**src/rtl/wdt_pkg.sv**
```systemverilog
package wdt_pkg;

    // Output event pair registered by the top level.
    typedef struct packed {
        logic rst;
        logic wake;
    } wdt_pulse_t;

    // Bits needed to hold the largest coarse count.
    function automatic int unsigned coarse_width(int unsigned sel_w, int unsigned step_log2);
        return step_log2 * ((1 << sel_w) - 1);
    endfunction

endpackage

```
**src/rtl/wdt_div_stage.sv**
```systemverilog
// Generic divider stage: counts input ticks from 0 up to limit_i and emits
// one output tick on the input tick that completes the count.
module wdt_div_stage #(
    parameter int unsigned W = 4
) (
    input  logic         clk_i,
    input  logic         rst_ni,
    input  logic         hold_i,
    input  logic         tick_i,
    input  logic [W-1:0] limit_i,
    output logic         tick_o
);
    typedef struct packed {
        logic [W-1:0] cnt;
    } stage_t;

    stage_t st_d, st_q;
    logic   wrap;

    // >= keeps the stage from running past a limit lowered mid-count
    assign wrap   = tick_i && (st_q.cnt >= limit_i);
    assign tick_o = wrap && !hold_i;

    always_comb begin
        st_d = st_q;
        if (hold_i) begin
            st_d.cnt = '0;
        end else if (tick_i) begin
            st_d.cnt = wrap ? '0 : st_q.cnt + 1'b1;
        end
    end

    always_ff @(posedge clk_i or negedge rst_ni) begin
        if (!rst_ni) st_q <= '0;
        else         st_q <= st_d;
    end
endmodule

```
**src/rtl/wdt_fixed_div.sv**
```systemverilog
// Constant divider that forms the base tick from the oscillator strobe.
module wdt_fixed_div #(
    parameter int unsigned DIV = 4
) (
    input  logic clk_i,
    input  logic rst_ni,
    input  logic hold_i,
    input  logic tick_i,
    output logic tick_o
);
    generate
        if (DIV <= 1) begin : g_pass
            logic unused_w;
            assign unused_w = clk_i ^ rst_ni;
            assign tick_o   = tick_i && !hold_i;
        end else begin : g_div
            localparam int unsigned W = $clog2(DIV);
            localparam logic [W-1:0] LIMIT = W'(DIV - 1);
            wdt_div_stage #(.W(W)) i_stage (
                .clk_i  (clk_i),
                .rst_ni (rst_ni),
                .hold_i (hold_i),
                .tick_i (tick_i),
                .limit_i(LIMIT),
                .tick_o (tick_o)
            );
        end
    endgenerate
endmodule

```
**src/rtl/wdt_coarse_pre.sv**
```systemverilog
// Coarse prescaler: division of 2^(STEP_LOG2*sel).
module wdt_coarse_pre #(
    parameter int unsigned SEL_W     = 2,
    parameter int unsigned STEP_LOG2 = 3
) (
    input  logic             clk_i,
    input  logic             rst_ni,
    input  logic             hold_i,
    input  logic             tick_i,
    input  logic [SEL_W-1:0] sel_i,
    output logic             tick_o
);
    localparam int unsigned CW = wdt_pkg::coarse_width(SEL_W, STEP_LOG2);

    generate
        if (CW == 0) begin : g_pass
            logic unused_w;
            assign unused_w = clk_i ^ rst_ni ^ (^sel_i);
            assign tick_o   = tick_i && !hold_i;
        end else begin : g_div
            localparam logic [CW-1:0] ONES = {CW{1'b1}};
            int unsigned   shamt;
            logic [CW-1:0] limit;

            assign shamt = STEP_LOG2 * 32'(sel_i);
            // limit = 2^shamt - 1; a shift by CW or more yields all ones
            assign limit = ~(ONES << shamt);

            wdt_div_stage #(.W(CW)) i_stage (
                .clk_i  (clk_i),
                .rst_ni (rst_ni),
                .hold_i (hold_i),
                .tick_i (tick_i),
                .limit_i(limit),
                .tick_o (tick_o)
            );
        end
    endgenerate
endmodule

```
**src/rtl/wdt_fine_pre.sv**
```systemverilog
// Fine prescaler: division of sel + 1.
module wdt_fine_pre #(
    parameter int unsigned SEL_W = 4
) (
    input  logic             clk_i,
    input  logic             rst_ni,
    input  logic             hold_i,
    input  logic             tick_i,
    input  logic [SEL_W-1:0] sel_i,
    output logic             tick_o
);
    wdt_div_stage #(.W(SEL_W)) i_stage (
        .clk_i  (clk_i),
        .rst_ni (rst_ni),
        .hold_i (hold_i),
        .tick_i (tick_i),
        .limit_i(sel_i),
        .tick_o (tick_o)
    );
endmodule

```
**src/rtl/wdt_event_counter.sv**
```systemverilog
// Final up-counter; ovf_o marks the tick that wraps it to zero.
module wdt_event_counter #(
    parameter int unsigned CNT_W = 8
) (
    input  logic clk_i,
    input  logic rst_ni,
    input  logic hold_i,
    input  logic tick_i,
    output logic ovf_o
);
    typedef struct packed {
        logic [CNT_W-1:0] cnt;
    } cnt_t;

    cnt_t st_d, st_q;

    assign ovf_o = tick_i && !hold_i && (&st_q.cnt);

    always_comb begin
        st_d = st_q;
        if (hold_i)      st_d.cnt = '0;
        else if (tick_i) st_d.cnt = st_q.cnt + 1'b1;
    end

    always_ff @(posedge clk_i or negedge rst_ni) begin
        if (!rst_ni) st_q <= '0;
        else         st_q <= st_d;
    end
endmodule

```
**src/rtl/wdt_top.sv**
```systemverilog
module wdt_top #(
    parameter int unsigned LP_DIV       = 4,
    parameter int unsigned CA_SEL_W     = 2,
    parameter int unsigned CA_STEP_LOG2 = 3,
    parameter int unsigned FB_SEL_W     = 4,
    parameter int unsigned CNT_W        = 8
) (
    input  logic                clk_i,
    input  logic                rst_ni,
    input  logic                lp_tick_i,
    input  logic                cfg_en_i,
    input  logic                sw_en_i,
    input  logic [CA_SEL_W-1:0] coarse_sel_i,
    input  logic [FB_SEL_W-1:0] fine_sel_i,
    input  logic                clrwdt_i,
    input  logic                pwrsav_i,
    input  logic                sleep_i,
    output logic                rst_pulse_o,
    output logic                wake_pulse_o
);
    import wdt_pkg::*;

    logic       run_en;
    logic       hold;
    logic       base_tick;
    logic       coarse_tick;
    logic       fine_tick;
    logic       ovf;
    wdt_pulse_t out_d, out_q;

    // Configuration enable overrides; software enable acts only when it is low.
    assign run_en = cfg_en_i | sw_en_i;
    // Disable, service and power-save entry all restart the whole chain.
    assign hold   = !run_en | clrwdt_i | pwrsav_i;

    wdt_fixed_div #(.DIV(LP_DIV)) i_base (
        .clk_i (clk_i),
        .rst_ni(rst_ni),
        .hold_i(hold),
        .tick_i(lp_tick_i),
        .tick_o(base_tick)
    );

    wdt_coarse_pre #(.SEL_W(CA_SEL_W), .STEP_LOG2(CA_STEP_LOG2)) i_coarse (
        .clk_i (clk_i),
        .rst_ni(rst_ni),
        .hold_i(hold),
        .tick_i(base_tick),
        .sel_i (coarse_sel_i),
        .tick_o(coarse_tick)
    );

    wdt_fine_pre #(.SEL_W(FB_SEL_W)) i_fine (
        .clk_i (clk_i),
        .rst_ni(rst_ni),
        .hold_i(hold),
        .tick_i(coarse_tick),
        .sel_i (fine_sel_i),
        .tick_o(fine_tick)
    );

    wdt_event_counter #(.CNT_W(CNT_W)) i_count (
        .clk_i (clk_i),
        .rst_ni(rst_ni),
        .hold_i(hold),
        .tick_i(fine_tick),
        .ovf_o (ovf)
    );

    always_comb begin
        out_d      = '0;
        out_d.wake = ovf && sleep_i;
        out_d.rst  = ovf && !sleep_i;
    end

    always_ff @(posedge clk_i or negedge rst_ni) begin
        if (!rst_ni) out_q <= '0;
        else         out_q <= out_d;
    end

    assign rst_pulse_o  = out_q.rst;
    assign wake_pulse_o = out_q.wake;
endmodule

```
**config.mk**
```make
export PLATFORM = sky130hd
export DESIGN_NAME = wdt_top
export DESIGN_NICKNAME = d
export VERILOG_FILES = /design/src/rtl/wdt_pkg.sv /design/src/rtl/wdt_div_stage.sv /design/src/rtl/wdt_fixed_div.sv /design/src/rtl/wdt_coarse_pre.sv /design/src/rtl/wdt_fine_pre.sv /design/src/rtl/wdt_event_counter.sv /design/src/rtl/wdt_top.sv
export SDC_FILE = /design/constraint.sdc
export NUM_CORES = 1
export LEC_CHECK = 0
export ABC_AREA = 1
export BUFFER_PORTS_ARGS = -buffer_cell sky130_fd_sc_hd__buf_2
export CAP_MARGIN = 20
export CORE_ASPECT_RATIO = 1.5
export CORE_MARGIN = 5
export CORE_UTILIZATION = 59
export CTS_CLUSTER_DIAMETER = 100
export DETAILED_ROUTE_END_ITERATION = 12
export GPL_TIMING_DRIVEN = 0
export PLACE_DENSITY = 0.79
export SYNTH_ARGS = -nofsm -noshare
export SYNTH_HDL_FRONTEND = slang
export SYNTH_HIERARCHICAL = 1
export SYNTH_SLANG_ARGS = --single-unit
```
**constraint.sdc**
```tcl
create_clock -name clk_i -period 6.54 [get_ports clk_i]
set_input_delay 0.327 -clock clk_i [delete_from_list [all_inputs] [get_ports clk_i]]
set_output_delay 0.327 -clock clk_i [all_outputs]
set_load 0.05 [all_outputs]
```
==> flow_summary.toml, run 1 <==
[run_status]
status = "finished clean"

[placed_design]
place_hpwl_um = 2680
dp.cells = 325
gp_congestion = 0.784
io_buffers = 15

[sta]
totalNegativeSetupSlack_ns = 0
post-route-min-period_ns = 3.10
hold_viol = 0
drv_slew = 0
worst_slew_pin_slew_ns = 0.549
max-slew-margin-rel_pct = 63.4
rsz0062_at_grt = "no"
fin_crit_sh_pct = 47.4
clock.fmax_mhz = 322
finalSetupViolations = 0
clock_skew_ns = 0.00106

[clocking]
cts_sinks = 25
post_cts_buffers = 0
postCtsResizedCells = 0
clk_path_buf_depth = 2
clkTransAtPathRegs_ns = 0.09
clock_latency_ns = 0.27
cts_tree = "done"
htree_levels = 1
cts_hold_buffers = 0
cts_buffers = 3
clock-root-buffer = "clkbuf_8"

[logic_synthesis]
ys_ff_latch = 25
yosysUniqueCellTypes = 24
yosysTopAreaCellShare_pct = 33.4
ys_warn_count = 6
synthArstFlopShare_pct = 100
synth-edff-count = 0
synth_top_cell_by_area = "dfrtp_1"
synth_area_leaders = "dfrtp_1 (33%), nand2_1 (17%), ha_1 (12%)"
synth.avg_cell_area_sq_um = 6.97
netlist_area_sq_um = 1870
syn_inst = 269
seq_area_frac_synth_pct = 33.4
synth-main-ff-cell = "dfrtp_1"

[drt]
wl_um = 3390
wl_per_cell_um = 10.3
num_vias = 1653
viasPerCell = 5.02
drt_iter0_markers = 35
firstDrtPassIters = 4
ant_nets = 0
post-route-drc-count = 0

[global_routing]
grt_antenna_before_repair = 0
grt_pass1_vias = 1515
grt_pass1_wl_um = 5890
grt-ovfl-total = 0
grt_usage_pct = 16.3
grt_max_degree = 26

[setup_path]
worstPathRequired_ns = 6.74
slowest_delay_ns = 0.45
reg2regPathDepth = 17
crit_chain = "inv_1 > ha_1 > nand2_1 > nand3_1 > nand3_1 > inv_1 > nor2_2 > nor2_2 > a21boi_0 > nand2_1 > nor2_1 > nand2_2 > nor2_4 > nand3_2 > nand2_1 > inv_1 > nor2_1"
crit_path_start_kind = "flip-flop"
cp_num_buf_inv = 3
crit_family = "simple AND/OR/NAND/NOR gates"
r2r_end = "i_count/st_q[7]$_DFFE_PN0P_"
end_kind = "flip-flop"
cp.arrival_ns = 3.31
r2r_slack_ns = 3.44
reg2reg_from = "i_base/g_div.i_stage/st_q[0]$_DFFE_PN0P_"
critPathMaxFanout = 10
critPathSlowestCell = "a21boi_0"
worst-setup-path-type = "reg2reg"

[cells_and_area]
fin_nets = 322
syn2layout_area_growth_pct = 9.35
nFillCells = 294
multi_input_area_sq_um = 1030
drive_above_1_share_pct = 12.1
seq_area_sq_um = 626
diodes = 0
stdcell_count = 329

[die]
rows = 25
die_x_um = 56.0
die_area_sq_um = 4430
io_pins = 16
start_util_pct = 60.5
core-area_sq_um = 3100
die_y_um = 79.0

[power_and_ir_drop]
peakVddDrop_uv = 112
leakage_nw = 1.26
powerDensity_nw_per_um2 = 136

[job]
max_cap_violations = 0

[hold_path]
hold_path.class = "in2async"
## stage by stage
| stage | cell area, sq um | hold slack [ns] | total power [mW] | util, % | setup WS [ns] |
|---|---|---|---|---|---|
| floorplan | 1880 | 0.0314 | 0.178 | - | 3.96 |
| global placement | 2000 | 0.353 | 0.189 | 64.7 | 3.48 |
| detailed placement | 2000 | 0.355 | 0.190 | 64.7 | 3.43 |
| CTS | 2050 | 0.0577 | 0.281 | 66.2 | 3.41 |
| global route | 2050 | 0.0835 | 0.294 | 66.2 | 3.07 |
| finish | 2050 | 0.0361 | 0.278 | 66.2 | 3.44 |
## cells in the final DEF (no fill, tap or decap), types with 3 or more instances in the layout
cell type,n
buf_2,15
nand2_1,84
nor2_1,18
xor2_1,5
nand3_1,16
clkbuf_8,3
nand4_1,14
inv_1,57
nor2_2,4
dfrtp_1,25
a21oi_1,6
nor2_4,3
ha_1,18
nand2_2,4
## report_power, final
part / leakage, nW / switching (mW) / internal [mW]
logic: 0.882 / 0.0192 / 0.0104
clock network: 0.0255 / 0.0490 / 0.0426
registers: 0.348 / 0.00129 / 0.155
## synthesized netlist by cell type, drive strengths merged (2+ instances only)
cell type   n
nand2      88
inv        58
dfrtp      25
nor2       25
ha         18
nand3      17
nand4      14
a21oi       6
xor2        5
o21ai       4
nor3        3
nand3b      2
## cell type report
type / count / area share [%]
Tap cell: 40 / 2.44
Inverter: 58 / 10.6
Buffer: 1 / 0.183
Sequential cell: 25 / 30.5
Clock inverter: 1 / 0.244
Timing Repair Buffer: 15 / 3.66
Multi-Input combinational cell: 186 / 50.3
Clock buffer: 3 / 2.01
## sequential cells by signal, summed over array words and instances, names as in the netlist
register and count:
i_coarse/g_div.i_stage/st_q 9, i_count/st_q 8, i_fine/i_stage/st_q 4, i_base/g_div.i_stage/st_q 2
rst_pulse_o 1, wake_pulse_o 1
## worst max-delay path by stage
stage	endpoint	cells past startpoint	from
after floorplan	i_count/st_q[7]$_DFFE_PN0P_	17	i_base/g_div.i_stage/st_q[0]$_DFFE_PN0P_
after global placement	i_count/st_q[5]$_DFFE_PN0P_	15	i_base/g_div.i_stage/st_q[0]$_DFFE_PN0P_
after detailed placement	i_count/st_q[5]$_DFFE_PN0P_	15	i_base/g_div.i_stage/st_q[0]$_DFFE_PN0P_
after CTS	i_count/st_q[5]$_DFFE_PN0P_	15	i_base/g_div.i_stage/st_q[0]$_DFFE_PN0P_
after global routing	i_count/st_q[5]$_DFFE_PN0P_	15	i_base/g_div.i_stage/st_q[0]$_DFFE_PN0P_
final	i_count/st_q[7]$_DFFE_PN0P_	17	i_base/g_div.i_stage/st_q[0]$_DFFE_PN0P_
## routing by layer
layer	track usage, %	wire, um
met2	31.5	1870
met3	1.79	67
met5	0	0
met4	7.60	42
met1	17.3	1410
## logic make-up (layout without fill, tap and decap cells)
| logic type | after synthesis | in the layout | synth area share (%) |
|---|---|---|---|
| buffers and inverters | 59 | 78 | 11.8 |
| and+or+nand+nor | 149 | 149 | 36.5 |
| other | 1 | 2 | 0.200 |
| AOI/OAI and AO/OA | 12 | 12 | 3.74 |
| xor gates and xnor gates | 5 | 5 | 2.34 |
| adders and majority gates | 18 | 18 | 12.0 |
| DFF | 25 | 25 | 33.4 |
No activity file was read; power rests on OpenSTA's default activity.
==> run 2, diff against run 1 <==
==> constraint.sdc (replaced) <==
create_clock -name clk_i -period 3.14 [get_ports clk_i]
set_input_delay 0.157 -clock clk_i [delete_from_list [all_inputs] [get_ports clk_i]]
set_output_delay 0.157 -clock clk_i [all_outputs]
set_load 0.05 [all_outputs]
==> run 2 against run 1 <==
Setup slack lost 3.0 ns. Count of clock-buffer cells in the layout is the same. Sequential share of layout area shrank 0.26 points. Maximum frequency grew 13%. Wire length is the same. Non-clock buffer count grew 1. Critical path depth is the same. Final area grew 0.85%. Clock power grew 110%. Register-to-register slack lost 3.0 ns. Critical endpoint unchanged. Largest cell class unchanged.
==> flow_summary.toml, run 2 (synthesis results as in run 1) <==
[setup_path]
reg2regPathDepth = 17
r2r_slack_ns = 0.39
critPathMaxFanout = 10
crit_start = "i_base/g_div.i_stage/st_q[0]$_DFFE_PN0P_"
crit_chain = "inv_1 > ha_1 > nand2_1 > nand3_1 > nand3_1 > inv_1 > nor2_2 > nor2_4 > a21boi_1 > nand2_1 > nor2_2 > nand2_2 > nor2_4 > nand3_2 > nand2_1 > inv_1 > nor2_1"
r2r_end = "i_count/st_q[7]$_DFFE_PN0P_"
worst-setup-path-type = "reg2reg"
critPathSlowestCell = "dfrtp_1"
crit_cells = 17
worstPathRequired_ns = 3.35
reg2reg_from = "i_base/g_div.i_stage/st_q[0]$_DFFE_PN0P_"
slowest_delay_ns = 0.40
cp_num_buf_inv = 3
endpoint = "i_count/st_q[7]$_DFFE_PN0P_"
cp.arrival_ns = 2.95
crit_family = "simple AND/OR/NAND/NOR gates"
crit_path_start_kind = "flip-flop"
end_kind = "flip-flop"

[die]
core-area_sq_um = 3100
start_util_pct = 60.5
die_x_um = 56.0
io_pins = 16
die_y_um = 79.0
die_area_sq_um = 4430
rows = 25

[drt]
wl_um = 3390
firstDrtPassIters = 4
wl_per_cell_um = 10.3
drt_iter0_markers = 28
ant_nets = 0
num_vias = 1657
post-route-drc-count = 0
viasPerCell = 5.02

[job]
max_cap_violations = 0

[global_routing]
grt_max_degree = 26
grt_antenna_before_repair = 0
grt_usage_pct = 16.3
grt_pass1_vias = 1515
grt_pass1_wl_um = 5890
grt-ovfl-total = 0

[cells_and_area]
top_regs = "i_coarse/g_div.i_stage/st_q (9), i_count/st_q (8), i_fine/i_stage/st_q (4)"
fin_nets = 323
diodes = 0
nFillCells = 292
fin_util_pct = 66.7
mostFrequentLayoutCells = "nand2_1 (84), inv_1 (57), dfrtp_1 (25), ha_1 (18), nor2_1 (17)"
largest_reg_flops = 9
drive_above_1_share_pct = 12.4
top_register = "i_coarse/g_div.i_stage/st_q"
stdcell_count = 330
final_common_cell = "nand2_1"
syn2layout_area_growth_pct = 10.3

[hold_path]
hold_path.class = "in2reg"

[sta]
finalSetupViolations = 0
rsz0062_at_grt = "no"
totalNegativeSetupSlack_ns = 0
worst_slew_pin_slew_ns = 0.557
clock_skew_ns = 0.00245
fin_crit_sh_pct = 87.4
max-slew-margin-rel_pct = 62.9
hold-worst-slack_ns = 0.0445
hold_viol = 0
drv_slew = 0
post-route-min-period_ns = 2.75
clock.fmax_mhz = 364

[power_and_ir_drop]
peakVddDrop_uv = 233
powerDensity_nw_per_um2 = 281
leakage_nw = 1.26

[clocking]
clk_path_buf_depth = 2
clock-root-buffer = "clkbuf_8"
clkTransAtPathRegs_ns = 0.09
htree_levels = 1
cts_tree = "done"
clock_latency_ns = 0.27
cts_sinks = 25
cts_buffers = 3

[placed_design]
place_hpwl_um = 2680
gp_congestion = 0.784
io_buffers = 15
dp.cells = 325

[run_status]
status = "finished clean"
[run 2: cell types whose count changed in the layout (fill, tap and decap cells not counted)]
cell and delta:
dlygate4sd3_1 +1, nor2_4 +1, a21boi_0 -1, nor2_1 -1
a21boi_1 +1
[run 2: area by class of cell]
type	instances	area (sq um)	share of cell area, %
Timing Repair Buffer	16	85.1	4.12
Buffer	1	3.75	0.182
Sequential cell	25	626	30.3
Tap cell	40	50.0	2.42
Clock buffer	3	41.3	2.00
Inverter	58	218	10.5
Clock inverter	1	5.00	0.242
Multi-Input combinational cell	186	1040	50.2
[run 2: worst reg2reg max path, cell delays in order, from the launching register on]
cell and delay, ns:
dfrtp_1 0.40, inv_1 0.07, ha_1 0.27, nand2_1 0.04, nand3_1 0.11, nand3_1 0.09, inv_1 0.08, nor2_2 0.10
nor2_4 0.24, a21boi_1 0.34, nand2_1 0.16, nor2_2 0.24, nand2_2 0.13, nor2_4 0.16, nand3_2 0.07, nand2_1 0.06
inv_1 0.04, nor2_1 0.09
[run 2: worst min path at each step]
stage | endpoint | slack, ns | cells past startpoint | start
after global routing | rst_pulse_o$_DFF_PN0_ | 0.05 | 2 | sleep_i
after floorplan | i_base/g_div.i_stage/st_q[0]$_DFFE_PN0P_ | -0.14 | 0 | rst_ni
final | rst_pulse_o$_DFF_PN0_ | 0.04 | 2 | sleep_i
after CTS | rst_pulse_o$_DFF_PN0_ | 0.04 | 2 | sleep_i
after global placement | i_coarse/g_div.i_stage/st_q[8]$_DFFE_PN0P_ | 0.18 | 1 | rst_ni
after detailed placement | i_coarse/g_div.i_stage/st_q[8]$_DFFE_PN0P_ | 0.19 | 1 | rst_ni
[run 2: per-stage QoR]
stage / setup slack [ns] / instance area [sq um] / power [mW]
2_1_floorplan: 0.562 / 1880 / 0.371
3_3_place_gp: 0.0779 / 2000 / 0.393
3_5_place_dp: 0.0338 / 2000 / 0.396
4_1_cts: 0.0120 / 2060 / 0.586
5_1_grt: 0.0538 / 2070 / 0.613
6_report: 0.395 / 2070 / 0.580
[run 2: power breakdown]
part	internal [mW]	switching, mW	leakage (nW)	total (mW)
Clock	0.0887	0.102	0.0255	0.190
Combinational	0.0228	0.0407	0.887	0.0635
Sequential	0.323	0.00271	0.348	0.326
[run 2: what timing repair did]
item,4_1_cts,5_1_grt
resized for setup,0,3
hold endpoints to repair,25,0
setup buffers,0,0
setup endpoints to repair,0,10
hold buffers,1,0
[run 2: layer usage]
metal / share of wire (%) / global-route usage, % / up-vias
li1: - / - / 878
met1: 41 / 17.3 / 763
met2: 56 / 31.5 / 12
met3: 1.9 / 1.79 / 4
met4: 1.2 / 7.60 / 0
met5: 0 / 0 / -
